--- src/rtl/dacw_pkg.sv ---
// Shared types for the bias DAC serial writer.
// Assumes: the two wire bits sit at positions 1 (data) and 0 (clock).
package dacw_pkg;
    typedef enum logic [1:0] {ST_IDLE, ST_SEND, ST_WAIT} fsm_t;
    typedef enum logic [1:0] {SEG_START, SEG_BODY, SEG_STOP} seg_t;
    typedef struct packed {
        logic dat;
        logic clk;
    } wire_t;
endpackage

--- src/rtl/dacw_settle_timer.sv ---
// Settle timer: once loaded, it counts CYCLES cycles and raises `last` in
// the final one. Assumes CYCLES >= 1 and that load never arrives while
// the timer is still counting.
module dacw_settle_timer #(
    parameter int CYCLES = 1000
) (
    input  logic clk,
    input  logic rst_n,
    input  logic load,
    output logic last
);
    localparam int W = (CYCLES < 2) ? 1 : $clog2(CYCLES);

    logic [W-1:0] cnt;
    logic         active;

    // Down-counter that runs from CYCLES-1 to zero after each load.
    always_ff @(posedge clk) begin
        if (!rst_n) begin
            active <= 1'b0;
            cnt    <= '0;
        end else if (load) begin
            active <= 1'b1;
            cnt    <= W'(CYCLES - 1);
        end else if (active) begin
            if (cnt == '0) active <= 1'b0;
            else           cnt    <= cnt - 1'b1;
        end
    end

    assign last = active && (cnt == '0);
endmodule

--- src/rtl/dacw_step_gen.sv ---
// Wire step generator: walks start, data and acknowledge bits, then stop,
// and gives the clock and data wire levels for the current register write.
// Assumes `advance` pulses once per accepted write, and that `clear`
// arrives only between transactions.
module dacw_step_gen
    import dacw_pkg::*;
#(
    parameter int                       DW     = 8,
    parameter int                       NBYTES = 3,
    parameter logic [(NBYTES-1)*DW-1:0] HDR    = 16'h9C00
) (
    input  logic          clk,
    input  logic          rst_n,
    input  logic          clear,
    input  logic          advance,
    input  logic [DW-1:0] value_q,
    output wire_t         lvl,
    output logic          last
);
    localparam int PW = $clog2(DW + 1);
    localparam int BW = (NBYTES < 2) ? 1 : $clog2(NBYTES);

    seg_t          seg;
    logic [1:0]    sub;
    logic [PW-1:0] pos;
    logic [BW-1:0] bidx;
    logic [DW-1:0] cur_byte;

    // Nested counters: sub-step, then bit slot, then byte, then segment.
    always_ff @(posedge clk) begin
        if (!rst_n || clear) begin
            seg  <= SEG_START;
            sub  <= '0;
            pos  <= '0;
            bidx <= '0;
        end else if (advance) begin
            if (sub != 2'd2) begin
                sub <= sub + 2'd1;
            end else begin
                sub <= '0;
                unique case (seg)
                    SEG_START: seg <= SEG_BODY;
                    SEG_BODY: begin
                        if (pos == PW'(DW)) begin
                            pos <= '0;
                            if (bidx == BW'(NBYTES - 1)) seg <= SEG_STOP;
                            else                         bidx <= bidx + 1'b1;
                        end else begin
                            pos <= pos + 1'b1;
                        end
                    end
                    default: seg <= SEG_STOP;
                endcase
            end
        end
    end

    // Byte selection: the fixed header bytes first, the caller's value last.
    always_comb begin
        if (bidx == BW'(NBYTES - 1)) cur_byte = value_q;
        else cur_byte = HDR[(NBYTES - 2 - int'(bidx)) * DW +: DW];
    end

    // Wire levels for the present sub-step.
    always_comb begin
        unique case (seg)
            SEG_START: begin
                lvl.clk = (sub != 2'd2);
                lvl.dat = (sub == 2'd0);
            end
            SEG_BODY: begin
                lvl.clk = (sub == 2'd1);
                lvl.dat = (pos == PW'(DW)) ? 1'b0 : cur_byte[DW - 1 - int'(pos)];
            end
            default: begin
                lvl.clk = (sub != 2'd0);
                lvl.dat = (sub == 2'd2);
            end
        endcase
    end

    assign last = (seg == SEG_STOP) && (sub == 2'd2);

    // the data wire does not move inside a bit period.
    p_dat_steady_r4: assert property (@(posedge clk) disable iff (!rst_n)
        (advance && !clear && seg == SEG_BODY && sub != 2'd2) |=> $stable(lvl.dat));
    // the clock-high write of a bit is followed by a clock-low write.
    p_clk_drop_r4: assert property (@(posedge clk) disable iff (!rst_n)
        (advance && !clear && seg == SEG_BODY && lvl.clk) |=> !lvl.clk);
endmodule

--- src/rtl/dacw_writer.sv ---
// Bias DAC serial writer, top level. It turns one start pulse into the
// register writes that toggle the clock and data wire bits of a power
// register, with a settle gap after every accepted write. Assumes that the
// consumer of the request port keeps wr_ready independent of wr_valid.
module dacw_writer
    import dacw_pkg::*;
#(
    parameter int          CLK_HZ    = 100_000_000,
    parameter int          SETTLE_NS = 10_000,
    parameter int          DW        = 8,
    parameter int          ADDR_W    = 8,
    parameter int          REG_ADDR  = 3,
    parameter logic [15:0] HDR       = 16'h9C00
) (
    input  logic              clk,
    input  logic              rst_n,
    input  logic              start,
    input  logic [DW-1:0]     value,
    input  logic [DW-1:0]     base,
    output logic              wr_valid,
    input  logic              wr_ready,
    output logic [ADDR_W-1:0] wr_addr,
    output logic [DW-1:0]     wr_data,
    output logic              done
);
    localparam longint PROD   = longint'(CLK_HZ) * longint'(SETTLE_NS);
    localparam longint RAW    = (PROD + 64'd999_999_999) / 64'd1_000_000_000;
    localparam int     SETTLE = (RAW < 1) ? 1 : int'(RAW);

    fsm_t          state;
    logic [DW-1:0] value_q;
    logic [DW-1:0] base_q;
    logic          last_q;
    logic          accept;
    logic          go;
    logic          tmr_last;
    logic          step_last;
    wire_t         lvl;

    assign accept = wr_valid && wr_ready;
    assign go     = start && (state == ST_IDLE);

    dacw_step_gen #(.DW(DW), .NBYTES(3), .HDR(HDR)) u_step (
        .clk     (clk),
        .rst_n   (rst_n),
        .clear   (go),
        .advance (accept),
        .value_q (value_q),
        .lvl     (lvl),
        .last    (step_last)
    );

    dacw_settle_timer #(.CYCLES(SETTLE)) u_tmr (
        .clk   (clk),
        .rst_n (rst_n),
        .load  (accept),
        .last  (tmr_last)
    );

    // Capture the value and base once per transaction; ignore starts while busy.
    always_ff @(posedge clk) begin
        if (!rst_n) begin
            value_q <= '0;
            base_q  <= '0;
        end else if (go) begin
            value_q <= value;
            base_q  <= base;
        end
    end

    // Sequencing: request, wait for acceptance, settle, repeat until stop.
    always_ff @(posedge clk) begin
        if (!rst_n) begin
            state  <= ST_IDLE;
            last_q <= 1'b0;
        end else begin
            unique case (state)
                ST_IDLE: if (go) state <= ST_SEND;
                ST_SEND: if (accept) begin
                    state  <= ST_WAIT;
                    last_q <= step_last;
                end
                default: if (tmr_last) state <= last_q ? ST_IDLE : ST_SEND;
            endcase
        end
    end

    // Completion pulse in the cycle after the stop write is accepted.
    always_ff @(posedge clk) begin
        if (!rst_n) done <= 1'b0;
        else        done <= accept && step_last;
    end

    assign wr_valid = (state == ST_SEND);
    assign wr_addr  = ADDR_W'(REG_ADDR);
    assign wr_data  = {base_q[DW-1:2], lvl.dat, lvl.clk};

    // a stalled request holds its address and data.
    p_hold_r8: assert property (@(posedge clk) disable iff (!rst_n)
        (wr_valid && !wr_ready) |=> (wr_valid && $stable(wr_data) && $stable(wr_addr)));
    // an accepted write is followed by a settle gap.
    p_gap_r7: assert property (@(posedge clk) disable iff (!rst_n)
        accept |=> !wr_valid);
    // done follows an accepted write and lasts a single cycle.
    p_done_src_r9: assert property (@(posedge clk) disable iff (!rst_n)
        done |-> $past(accept));
    p_done_one_r9: assert property (@(posedge clk) disable iff (!rst_n)
        done |=> !done);
    // a start while busy leaves the captured value untouched.
    p_busy_ignore_r10: assert property (@(posedge clk) disable iff (!rst_n)
        (start && state != ST_IDLE) |=> $stable(value_q) && $stable(base_q));
endmodule

--- config.mk ---
export PLATFORM = sky130hd
export DESIGN_NAME = dacw_writer
export DESIGN_NICKNAME = d
export VERILOG_FILES = /design/src/rtl/dacw_pkg.sv /design/src/rtl/dacw_settle_timer.sv /design/src/rtl/dacw_step_gen.sv /design/src/rtl/dacw_writer.sv
export SDC_FILE = /design/constraint.sdc
export NUM_CORES = 1
export LEC_CHECK = 0
export BUFFER_PORTS_ARGS = -buffer_cell sky130_fd_sc_hd__buf_4
export CAP_MARGIN = 20
export CELL_PAD_IN_SITES_DETAIL_PLACEMENT = 0
export CELL_PAD_IN_SITES_GLOBAL_PLACEMENT = 1
export CORE_MARGIN = 8
export CORE_UTILIZATION = 40
export DETAILED_ROUTE_END_ITERATION = 8
export PLACE_DENSITY_LB_ADDON = 0.05
export RECOVER_POWER = 100
export SLEW_MARGIN = 25
export SYNTH_ARGS = -nofsm -noshare
export SYNTH_HDL_FRONTEND = slang
export SYNTH_SLANG_ARGS = --single-unit
--- constraint.sdc ---
create_clock -name clk -period 2.3 [get_ports clk]
set_input_delay 0.575 -clock clk [delete_from_list [all_inputs] [get_ports clk]]
set_output_delay 0.575 -clock clk [all_outputs]
set_load 0.1 [all_outputs]
==> impl_metrics.py, run 1 <==
metrics = {
    "sta": {
        "whs_ns": 0.457,
        "hold_violations": 0,
        "fmax_mhz": 444,
        "setup_viol": 0,
        "setup_slack_ns": 0.0495,
        "rsz0062_at_grt": "yes",
        "min_period_over_period": 0.978,
        "fin_skew_ns": 0.00846,
        "final_max_slew_viol_count": 0,
        "fin_tns_setup_ns": 0,
        "worst-slew-pin-transition_ns": 0.634,
        "relSlewSlack": 0.574,
        "finalCriticalPeriod_ns": 2.25,
    },
    "outcome": {
        "status": "finished, final reports clean",
    },
    "final_layout": {
        "syn_to_final_growth_pct": 18.6,
        "utilization": 0.494,
        "fin_cells": 334,
        "n_fill_cell": 491,
        "nNetsFinal": 291,
        "antenna_cells": 0,
        "drive_gt1_frac": 0.210,
    },
    "min_path": {
        "hold_class": "reg2reg",
    },
    "route": {
        "routed_via_density": 4.97,
        "wirelength_mm": 4.38,
        "route.detailed.drc": 0,
        "wl_per_cell_um": 13.1,
        "first_iter_violations": 61,
        "first_pass_iters": 4,
        "drt.antenna.violating_nets": 0,
        "dr_total_vias": 1661,
    },
    "setup_path": {
        "required_ns": 1.73,
        "cp-start-kind": "register",
        "criticalPathCategory": "reg2out",
        "crit_arrival_ns": 1.68,
        "cp-end-kind": "output port",
        "cp_max_fo": 4,
        "r2r_slack_ns": 0.10,
    },
    "placement": {
        "hpwl_mm": 3.21,
        "place_inst": 325,
        "gp_congestion": 0.814,
        "dp_slack_ns": 0.107,
        "portBuffers": 27,
    },
    "die": {
        "die_width_um": 86.1,
        "die_height_um": 86.1,
        "die_area_um2": 7420,
        "coreArea_um2": 4720,
        "initial_core_util": 0.416,
        "rows": 25,
        "io_pins": 38,
    },
    "global_route": {
        "grt_usage": 0.126,
        "overflow": 0,
        "grt_first_pass_wirelength_mm": 7.50,
        "grt_max_degree": 22,
        "grt_pass1_vias": 1623,
        "antenna_found_initial": 0,
    },
    "cts": {
        "clk_pin_slew_ns": 0.08,
        "cts-hold-fix-buffers": 0,
        "ctsHtreeMaxLevel": 2,
        "cts.sinks": 39,
        "cts_tree": "built",
        "cts_buffer_depth": 2,
        "numCtsBuffers": 5,
        "cts_root_buf": "clkbuf_8",
        "clkLatencyLatePin_ns": 0.29,
    },
    "yosys": {
        "netlist_area_um2": 1970,
        "synth_edf_count": 0,
        "synthTopCellsByArea": "dfxtp_1 40%, nand2_1 8.4%, a21oi_1 6.6%",
        "synth_ff_type": "dfxtp_1",
        "netlist_instances": 238,
        "synth_common_cells": "44 x nand2_1, 39 x dfxtp_1, 26 x a21oi_1, 13 x nor2_1, 10 x inv_1",
        "synth_seq_cells": 39,
        "yosysTopAreaCell": "dfxtp_1",
        "ys_seq_area_frac": 0.397,
        "ys_async_sr_fraction": 0,
        "synth_top_area_share": 0.397,
        "yosysUniqueCellTypes": 52,
        "yosysMostFrequentCell": "nand2_1",
        "avgSynthCellArea_um2": 8.26,
        "yosys_warnings": 0,
    },
    "power": {
        "p_leak_nw": 0.918,
        "power.density_nw_per_um2": 740,
        "vdd_drop_max_mv": 0.494,
    },
    "run": {
        "max_cap_viol_count": 0,
    },
}
-- report_power, final --
part           total [mW]  internal [mW]  switching [mW]
sequential          0.755          0.719          0.0367
combinational       0.377          0.107           0.270
clock               0.594          0.351           0.243
-- metrics by stage --
stage	instance area, um^2	total power [mW]
floorplan	2000	1.10
global placement	2220	1.17
detailed placement	2220	1.17
CTS	2370	1.78
global route	2330	1.82
finish	2330	1.73
-- cell families (layout without fill, tap and decap cells) --
| kind of cell | count (synthesis) | in the layout | synth area share |
|---|---|---|---|
| adder cells (fa/ha/maj) | 5 | 5 | 0.0318 |
| multiplexers | 9 | 9 | 0.0458 |
| XOR/XNOR | 4 | 4 | 0.0178 |
| AO/OA/AOI/OAI | 55 | 55 | 0.179 |
| flip-flops | 39 | 39 | 0.397 |
| buffers and inverters | 30 | 53 | 0.0827 |
| AND/OR/NAND/NOR | 94 | 94 | 0.242 |
| other | 2 | 8 | 0.00382 |
-- flip-flops by register name (all words and copies together), names as in the netlist, 2 cells and up --
name,cells
state,2
u_step.seg,2
base_q,6
u_step.pos,4
u_step.sub,2
u_tmr.cnt,10
value_q,8
u_step.bidx,2
-- layer usage --
metal,global-route usage,vias to the layer above,share of wire
met1,0.149,760,0.46
met5,0,-,0
met2,0.202,25,0.48
li1,-,869,-
met3,0.0430,7,0.048
met4,0.0525,0,0.012
-- repair_timing --
action                                  in CTS  in global routing
gates resized for setup                      9                  5
setup buffers                                1                  0
endpoints found under the setup margin       1                  1
pin swaps                                    3                  3
-- cell type report --
type / count / area (um^2) / area share
tap: 67 / 83.8 / 0.0359
inverter: 10 / 40.0 / 0.0172
sequential: 39 / 785 / 0.336
clock buffer: 6 / 82.6 / 0.0354
multi-input combinational: 175 / 1060 / 0.455
clock inverter: 2 / 35.0 / 0.0150
timing repair buffer: 35 / 245 / 0.105
-- path summary, 6_finish.rpt --
check,from,end,cells past startpoint
worst max-delay path,u_step.pos[0]$_SDFFE_PP0P_,wr_data[1],7
worst min-delay path,base_q[7]$_SDFFE_PN0P_,base_q[7]$_SDFFE_PN0P_,2
worst max register to register,u_tmr.cnt[6]$_SDFFE_PN0P_,u_tmr.cnt[2]$_SDFFE_PN0P_,4
worst min register to register,base_q[7]$_SDFFE_PN0P_,base_q[7]$_SDFFE_PN0P_,2
-- cells in the final DEF, fill, tap and decap left out, types with 2 or more instances in the layout --
master     n
xor2_1     2
o21a_1     4
a21oi_1   26
o21ai_0    4
ha_2       2
dfxtp_2    3
nor2_1    13
nor3_1     4
inv_1      9
clkbuf_2   8
nand2_1   44
or3b_1     2
nor4b_1    2
o31ai_1    2
xnor2_1    2
a31oi_1    6
nand4_1    2
conb_1     8
nand3_1    2
clkbuf_8   6
mux2i_1    9
or2_2      2
or4_1      2
ha_1       2
nor2b_1    3
clkbuf_1   2
or3_1      6
dfxtp_1   36
buf_4     23
nand3b_1   2
-- worst max-delay path, cell delays in order, from the launching register on --
cell     delay (ns)
dfxtp_2        0.33
inv_1          0.05
ha_2           0.20
and3b_2        0.24
nor2b_1        0.11
o21ai_1        0.08
o22ai_2        0.17
buf_12         0.20
(Power assumes the default switching activity.)
==> run 2, diff against run 1 <==
--- a/config.mk
+++ b/config.mk
@@ -5,16 +5,17 @@
 export SDC_FILE = /design/constraint.sdc
 export NUM_CORES = 1
 export LEC_CHECK = 0
+export ABC_AREA = 1
 export BUFFER_PORTS_ARGS = -buffer_cell sky130_fd_sc_hd__buf_4
 export CAP_MARGIN = 20
 export CELL_PAD_IN_SITES_DETAIL_PLACEMENT = 0
 export CELL_PAD_IN_SITES_GLOBAL_PLACEMENT = 1
 export CORE_MARGIN = 8
-export CORE_UTILIZATION = 40
+export CORE_UTILIZATION = 39
 export DETAILED_ROUTE_END_ITERATION = 8
 export PLACE_DENSITY_LB_ADDON = 0.05
 export RECOVER_POWER = 100
-export SLEW_MARGIN = 25
+export SLEW_MARGIN = 10
 export SYNTH_ARGS = -nofsm -noshare
 export SYNTH_HDL_FRONTEND = slang
 export SYNTH_SLANG_ARGS = --single-unit
==> run 2 against run 1 <==
Compared with the run above:
- clock skew down 0.0032 ns
- area after synthesis increased by 2.1%
- non-clock buffer count is 2 lower
- via count increased by 7.9%
- largest power group unchanged
- highest routed layer unchanged
==> impl_metrics.py, run 2 <==
metrics = {
    "yosys": {
        "synth_common_cells": "52 x nor2_1, 42 x nand2_1, 39 x dfxtp_1, 31 x inv_1, 25 x o21ai_0",
        "synth_ff_type": "dfxtp_1",
        "synth_top_area_share": 0.389,
        "avgSynthCellArea_um2": 7.07,
        "yosys_warnings": 0,
        "yosysTopAreaCell": "dfxtp_1",
        "ys_async_sr_fraction": 0,
        "synth_edf_count": 0,
        "yosysMostFrequentCell": "nor2_1",
        "netlist_instances": 284,
        "synthTopCellsByArea": "dfxtp_1 39%, nor2_1 9.7%, nand2_1 7.9%",
        "netlist_area_um2": 2010,
        "ys_seq_area_frac": 0.389,
        "yosysUniqueCellTypes": 33,
        "synth_seq_cells": 39,
    },
    "route": {
        "first_iter_violations": 58,
        "route.detailed.drc": 0,
        "wl_per_cell_um": 11.2,
        "first_pass_iters": 4,
        "drt.antenna.violating_nets": 0,
        "wirelength_mm": 4.35,
        "routed_via_density": 4.63,
        "dr_total_vias": 1792,
    },
    "power": {
        "p_total_mw": 2.04,
        "power.density_nw_per_um2": 854,
        "swShare": 0.403,
        "vdd_drop_max_mv": 0.372,
        "p_switching_mw": 0.823,
        "internal_power_mw": 1.22,
        "p_clk_frac": 0.255,
        "p_leak_nw": 1.12,
        "pwr-share-seq": 0.395,
        "pwr-share-comb": 0.350,
    },
    "final_layout": {
        "top_regs": "u_tmr.cnt: 10 flops, value_q: 8 flops, base_q: 6 flops",
        "final_common_cell": "nor2_1",
        "largest_register": "u_tmr.cnt",
        "syn_to_final_growth_pct": 19.2,
        "nNetsFinal": 341,
        "largest_reg_flops": 10,
        "utilization": 0.475,
        "antenna_cells": 0,
        "drive_gt1_frac": 0.202,
        "final_cell_mix": "53 x nor2_1, 43 x nand2_1, 37 x dfxtp_1, 28 x inv_1, 23 x o21ai_0",
    },
    "cts": {
        "clk_pin_slew_ns": 0.08,
        "cts.sinks": 39,
        "clkLatencyLatePin_ns": 0.30,
        "cts-hold-fix-buffers": 0,
        "ctsHtreeMaxLevel": 2,
        "cts_root_buf": "clkbuf_8",
        "cts_buffer_depth": 2,
        "cts_tree": "built",
        "numCtsBuffers": 5,
    },
    "global_route": {
        "overflow": 0,
        "grt_max_degree": 24,
        "grt_pass1_vias": 1726,
        "antenna_found_initial": 0,
        "grt_first_pass_wirelength_mm": 7.60,
        "grt_usage": 0.125,
    },
    "sta": {
        "rsz0062_at_grt": "yes",
        "fin_tns_setup_ns": 0,
        "min_period_over_period": 0.990,
        "relSlewSlack": 0.381,
        "worst-slew-pin-transition_ns": 0.928,
        "setup_slack_ns": 0.0220,
        "final_max_slew_viol_count": 0,
        "setup_viol": 0,
        "fin_skew_ns": 0.00525,
        "finalCriticalPeriod_ns": 2.28,
        "whs_ns": 0.480,
        "hold_violations": 0,
        "fmax_mhz": 439,
    },
    "setup_path": {
        "critPathBufInv": 2,
        "cp_max_fo": 5,
        "required_ns": 1.73,
        "critPathSlowestCell": "dfxtp_2",
        "cp-end-kind": "output port",
        "criticalPathCategory": "reg2out",
        "path_delay_family": "simple AND/OR/NAND/NOR gates",
        "path_cells": "inv_4 -> ha_4 -> or2_4 -> o21ai_2 -> o21ai_2 -> nand2_1 -> nand2_1 -> nand3_2 -> nand3_2 -> buf_12",
        "cp-start-kind": "register",
        "critPathMaxStageDelay_ns": 0.35,
        "crit_arrival_ns": 1.70,
    },
    "die": {
        "initial_core_util": 0.398,
        "die_area_um2": 7700,
        "coreArea_um2": 5040,
        "rows": 26,
        "die_width_um": 87.8,
        "io_pins": 38,
        "die_height_um": 87.8,
    },
    "outcome": {
        "status": "finished, final reports clean",
    },
    "placement": {
        "hpwl_mm": 3.17,
        "portBuffers": 27,
        "gp_congestion": 0.871,
        "dp_slack_ns": 0.0997,
    },
    "min_path": {
        "hold_class": "reg2reg",
    },
    "run": {
        "max_cap_viol_count": 0,
    },
}
run 2: path summary, 6_finish.rpt:
kind,from,end,slack (ns),cells past startpoint
max,u_step.bidx[0]$_SDFFE_PP0P_,wr_data[1],0.02,10
min,u_step.seg[0]$_SDFFE_PP0P_,done$_SDFF_PN0_,0.48,1
max reg2reg,u_tmr.cnt[0]$_SDFFE_PN0P_,u_tmr.cnt[8]$_SDFFE_PN0P_,0.35,11
min reg2reg,u_step.seg[0]$_SDFFE_PP0P_,done$_SDFF_PN0_,0.48,1
run 2: worst register-to-register path, stage by stage, from the launching register on:
cell and delay (ns):
dfxtp_1 0.32, inv_1 0.17, ha_1 0.20, inv_1 0.08
nor2_1 0.21, nand2_2 0.09, nand2_1 0.35, inv_1 0.15
nand3_1 0.10, nand3_1 0.07, nand2_1 0.07, inv_1 0.05
run 2: cell type report:
type                            count  area (um^2)
Inverter                           32          123
Tap cell                           70         87.6
Timing Repair Buffer               33          230
Fill cell                         539         2650
Clock buffer                        8          100
Sequential cell                    39          783
Multi-Input combinational cell    205         1070
run 2: power groups by stage:
stage                     logic (mW)  registers [mW]  clock network, mW
after detailed placement       0.740           0.824                  0
final                          0.715           0.807              0.521
after global placement         0.740           0.824                  0
after CTS                      0.752           0.809              0.541
after global routing           0.800           0.818              0.569
after floorplan                0.513           0.919                  0
run 2: timing repair:
item / in CTS / in global routing
buffers inserted: 0 / 2
hold endpoints to repair: 0 / 0
resized for setup: 15 / 6
endpoints found under the setup margin: 1 / 1
pin swaps: 4 / 5
run 2: logic make-up after synthesis:
group                      count (synthesis)  share of synthesized area
and+or+nand+nor                          141                      0.330
AOI/OAI and AO/OA                         49                      0.131
buffers and inverters                     46                      0.107
DFF                                       39                      0.389
adders and majority gates                  5                     0.0312
xor gates and xnor gates                   2                    0.00872
other                                      2                    0.00374
run 2: layer usage:
metal	vias to the layer above	track usage	routed length (um)
met5	-	0	0
met4	0	0.0422	55
met3	7	0.0497	247
met2	32	0.194	1880
met1	785	0.152	2160
li1	968	-	-
run 2: through the flow:
stage               cell area, um^2  instances
floorplan                      2040        290
global placement               2260        377
detailed placement             2260        377
CTS                            2400        385
global route                   2390        387
finish                         2390        387
==> run 3, diff against run 2 <==
--- a/config.mk
+++ b/config.mk
@@ -13,7 +13,8 @@
 export CORE_MARGIN = 8
 export CORE_UTILIZATION = 39
 export DETAILED_ROUTE_END_ITERATION = 8
-export PLACE_DENSITY_LB_ADDON = 0.05
+export GPL_TIMING_DRIVEN = 0
+export PLACE_DENSITY_LB_ADDON = 0.08
 export RECOVER_POWER = 100
 export SLEW_MARGIN = 10
 export SYNTH_ARGS = -nofsm -noshare
==> run 3 against run 2 <==
Compared with the run above:
- final cell count is 2.3% higher
- critical path depth stayed put
- sequential power hardly changed
==> impl_metrics.py, run 3 (synthesis results as in run 2) <==
metrics = {
    "outcome": {
        "status": "finished, final reports clean",
    },
    "route": {
        "dr_total_vias": 1850,
        "routed_via_density": 4.67,
        "drt.antenna.violating_nets": 0,
        "first_pass_iters": 4,
        "first_iter_violations": 139,
        "wirelength_mm": 4.59,
        "wl_per_cell_um": 11.6,
        "route.detailed.drc": 0,
    },
    "sta": {
        "min_period_over_period": 0.997,
        "relSlewSlack": 0.637,
        "finalCriticalPeriod_ns": 2.29,
        "fin_tns_setup_ns": 0,
        "fmax_mhz": 436,
        "hold_violations": 0,
        "setup_slack_ns": 0.00777,
        "setup_viol": 0,
        "worst-slew-pin-transition_ns": 0.547,
        "final_max_slew_viol_count": 0,
        "rsz0062_at_grt": "yes",
        "fin_skew_ns": 0.00736,
    },
    "setup_path": {
        "path_cells": "inv_4 -> ha_4 -> or2_4 -> o21ai_2 -> o21ai_1 -> nand2_1 -> nand2_1 -> nand3_2 -> nand3_2 -> buf_12",
        "cp-start-kind": "register",
        "reg2reg_depth": 9,
        "r2r_slack_ns": 0.20,
        "criticalPathCategory": "reg2out",
        "crit_arrival_ns": 1.72,
        "critPathSlowestCell": "dfxtp_4",
        "r2r-start": "state[0]$_SDFFE_PN0P_",
        "cp-end-kind": "output port",
        "required_ns": 1.73,
        "startpoint": "u_step.bidx[1]$_SDFFE_PP0P_",
        "setup.worst_path.end": "wr_data[1]",
        "critPathMaxStageDelay_ns": 0.38,
        "rr_endpoint": "u_step.bidx[1]$_SDFFE_PP0P_",
        "cp_max_fo": 3,
    },
    "die": {
        "die_width_um": 87.8,
        "coreArea_um2": 5040,
        "rows": 26,
        "die_area_um2": 7700,
        "initial_core_util": 0.398,
        "die_height_um": 87.8,
        "io_pins": 38,
    },
    "placement": {
        "portBuffers": 27,
        "dp_slack_ns": 0.100,
        "gp_congestion": 0.758,
        "hpwl_mm": 3.38,
    },
    "final_layout": {
        "nNetsFinal": 350,
        "drive_gt1_frac": 0.209,
        "antenna_cells": 0,
        "largest_register": "u_tmr.cnt",
        "largest_reg_flops": 10,
        "top_regs": "u_tmr.cnt: 10 flops, value_q: 8 flops, base_q: 6 flops",
        "syn_to_final_growth_pct": 22.2,
        "final_common_cell": "nor2_1",
        "final_cell_mix": "55 x nor2_1, 47 x nand2_1, 36 x dfxtp_1, 27 x inv_1, 26 x buf_4",
    },
    "global_route": {
        "antenna_found_initial": 0,
        "overflow": 0,
        "grt_pass1_vias": 1783,
        "grt_max_degree": 14,
        "grt_usage": 0.130,
        "grt_first_pass_wirelength_mm": 7.89,
    },
    "cts": {
        "cts_root_buf": "clkbuf_8",
        "ctsHtreeMaxLevel": 2,
        "cts_tree": "built",
        "cts_buffer_depth": 2,
        "cts.sinks": 39,
        "clk_pin_slew_ns": 0.08,
        "cts-hold-fix-buffers": 0,
        "numCtsBuffers": 5,
        "clkLatencyLatePin_ns": 0.29,
    },
    "power": {
        "p_leak_nw": 1.12,
        "vdd_drop_max_mv": 0.413,
        "power.density_nw_per_um2": 901,
    },
    "min_path": {
        "hold_class": "reg2reg",
    },
    "run": {
        "max_cap_viol_count": 0,
    },
}
run 3: critical path: cells and delay by family, from the launching register on:
kind,cells,cell delay [ns]
simple gates,5,0.55
flops,1,0.38
buf+inv,2,0.21
fa+ha+maj,1,0.14
compound gates,2,0.13
run 3: layout make-up:
type / count / area [um^2]
Multi-Input combinational cell: 205 / 1030
Clock inverter: 3 / 67.6
Tap cell: 70 / 87.6
Inverter: 32 / 125
Clock buffer: 5 / 68.8
Timing Repair Buffer: 28 / 200
Fill cell: 579 / 2590
Sequential cell: 39 / 787
Buffer: 14 / 85.1
run 3: worst min-delay path by stage:
stage	from	endpoint	slack (ns)	cells after the start
after floorplan	u_step.seg[0]$_SDFFE_PP0P_	done$_SDFF_PN0_	0.44	1
after global placement	u_step.bidx[0]$_SDFFE_PP0P_	u_step.bidx[0]$_SDFFE_PP0P_	0.45	2
after detailed placement	u_step.bidx[0]$_SDFFE_PP0P_	u_step.bidx[0]$_SDFFE_PP0P_	0.46	2
after CTS	u_step.bidx[0]$_SDFFE_PP0P_	u_step.bidx[0]$_SDFFE_PP0P_	0.47	2
after global routing	u_tmr.cnt[1]$_SDFFE_PN0P_	u_tmr.cnt[1]$_SDFFE_PN0P_	0.51	2
final	u_tmr.cnt[1]$_SDFFE_PN0P_	u_tmr.cnt[1]$_SDFFE_PN0P_	0.48	2
run 3: repair_timing:
| item | 4_1_cts | 5_1_grt |
|---|---|---|
| gates resized for setup | 16 | 9 |
| setup endpoints to repair | 1 | 1 |
| setup buffers | 0 | 1 |
| pin swaps | 4 | 5 |
run 3: per-stage QoR:
step,hold slack (ns),total power [mW],instances,util,instance area (um^2)
6_report,0.479,2.21,396,0.487,2450
3_3_place_gp,0.451,1.58,387,0.461,2330
3_5_place_dp,0.459,1.59,387,0.461,2330
2_1_floorplan,0.436,1.43,290,-,2040
5_1_grt,0.507,2.36,396,0.487,2450
4_1_cts,0.474,2.29,395,0.497,2510
run 3: routing by layer:
metal  global-route usage  up-vias  wire (um)
met1                0.162      824       2140
met5                    0        -          0
met3               0.0497        2        324
met2                0.198       43       2090
met4               0.0453        0         26
li1                     -      981          -
run 3: power by group:
group	total [mW]	internal [mW]	switching, mW
clock	0.692	0.433	0.260
sequential	0.805	0.752	0.0536
combinational	0.714	0.197	0.517
total	2.21	1.38	0.830
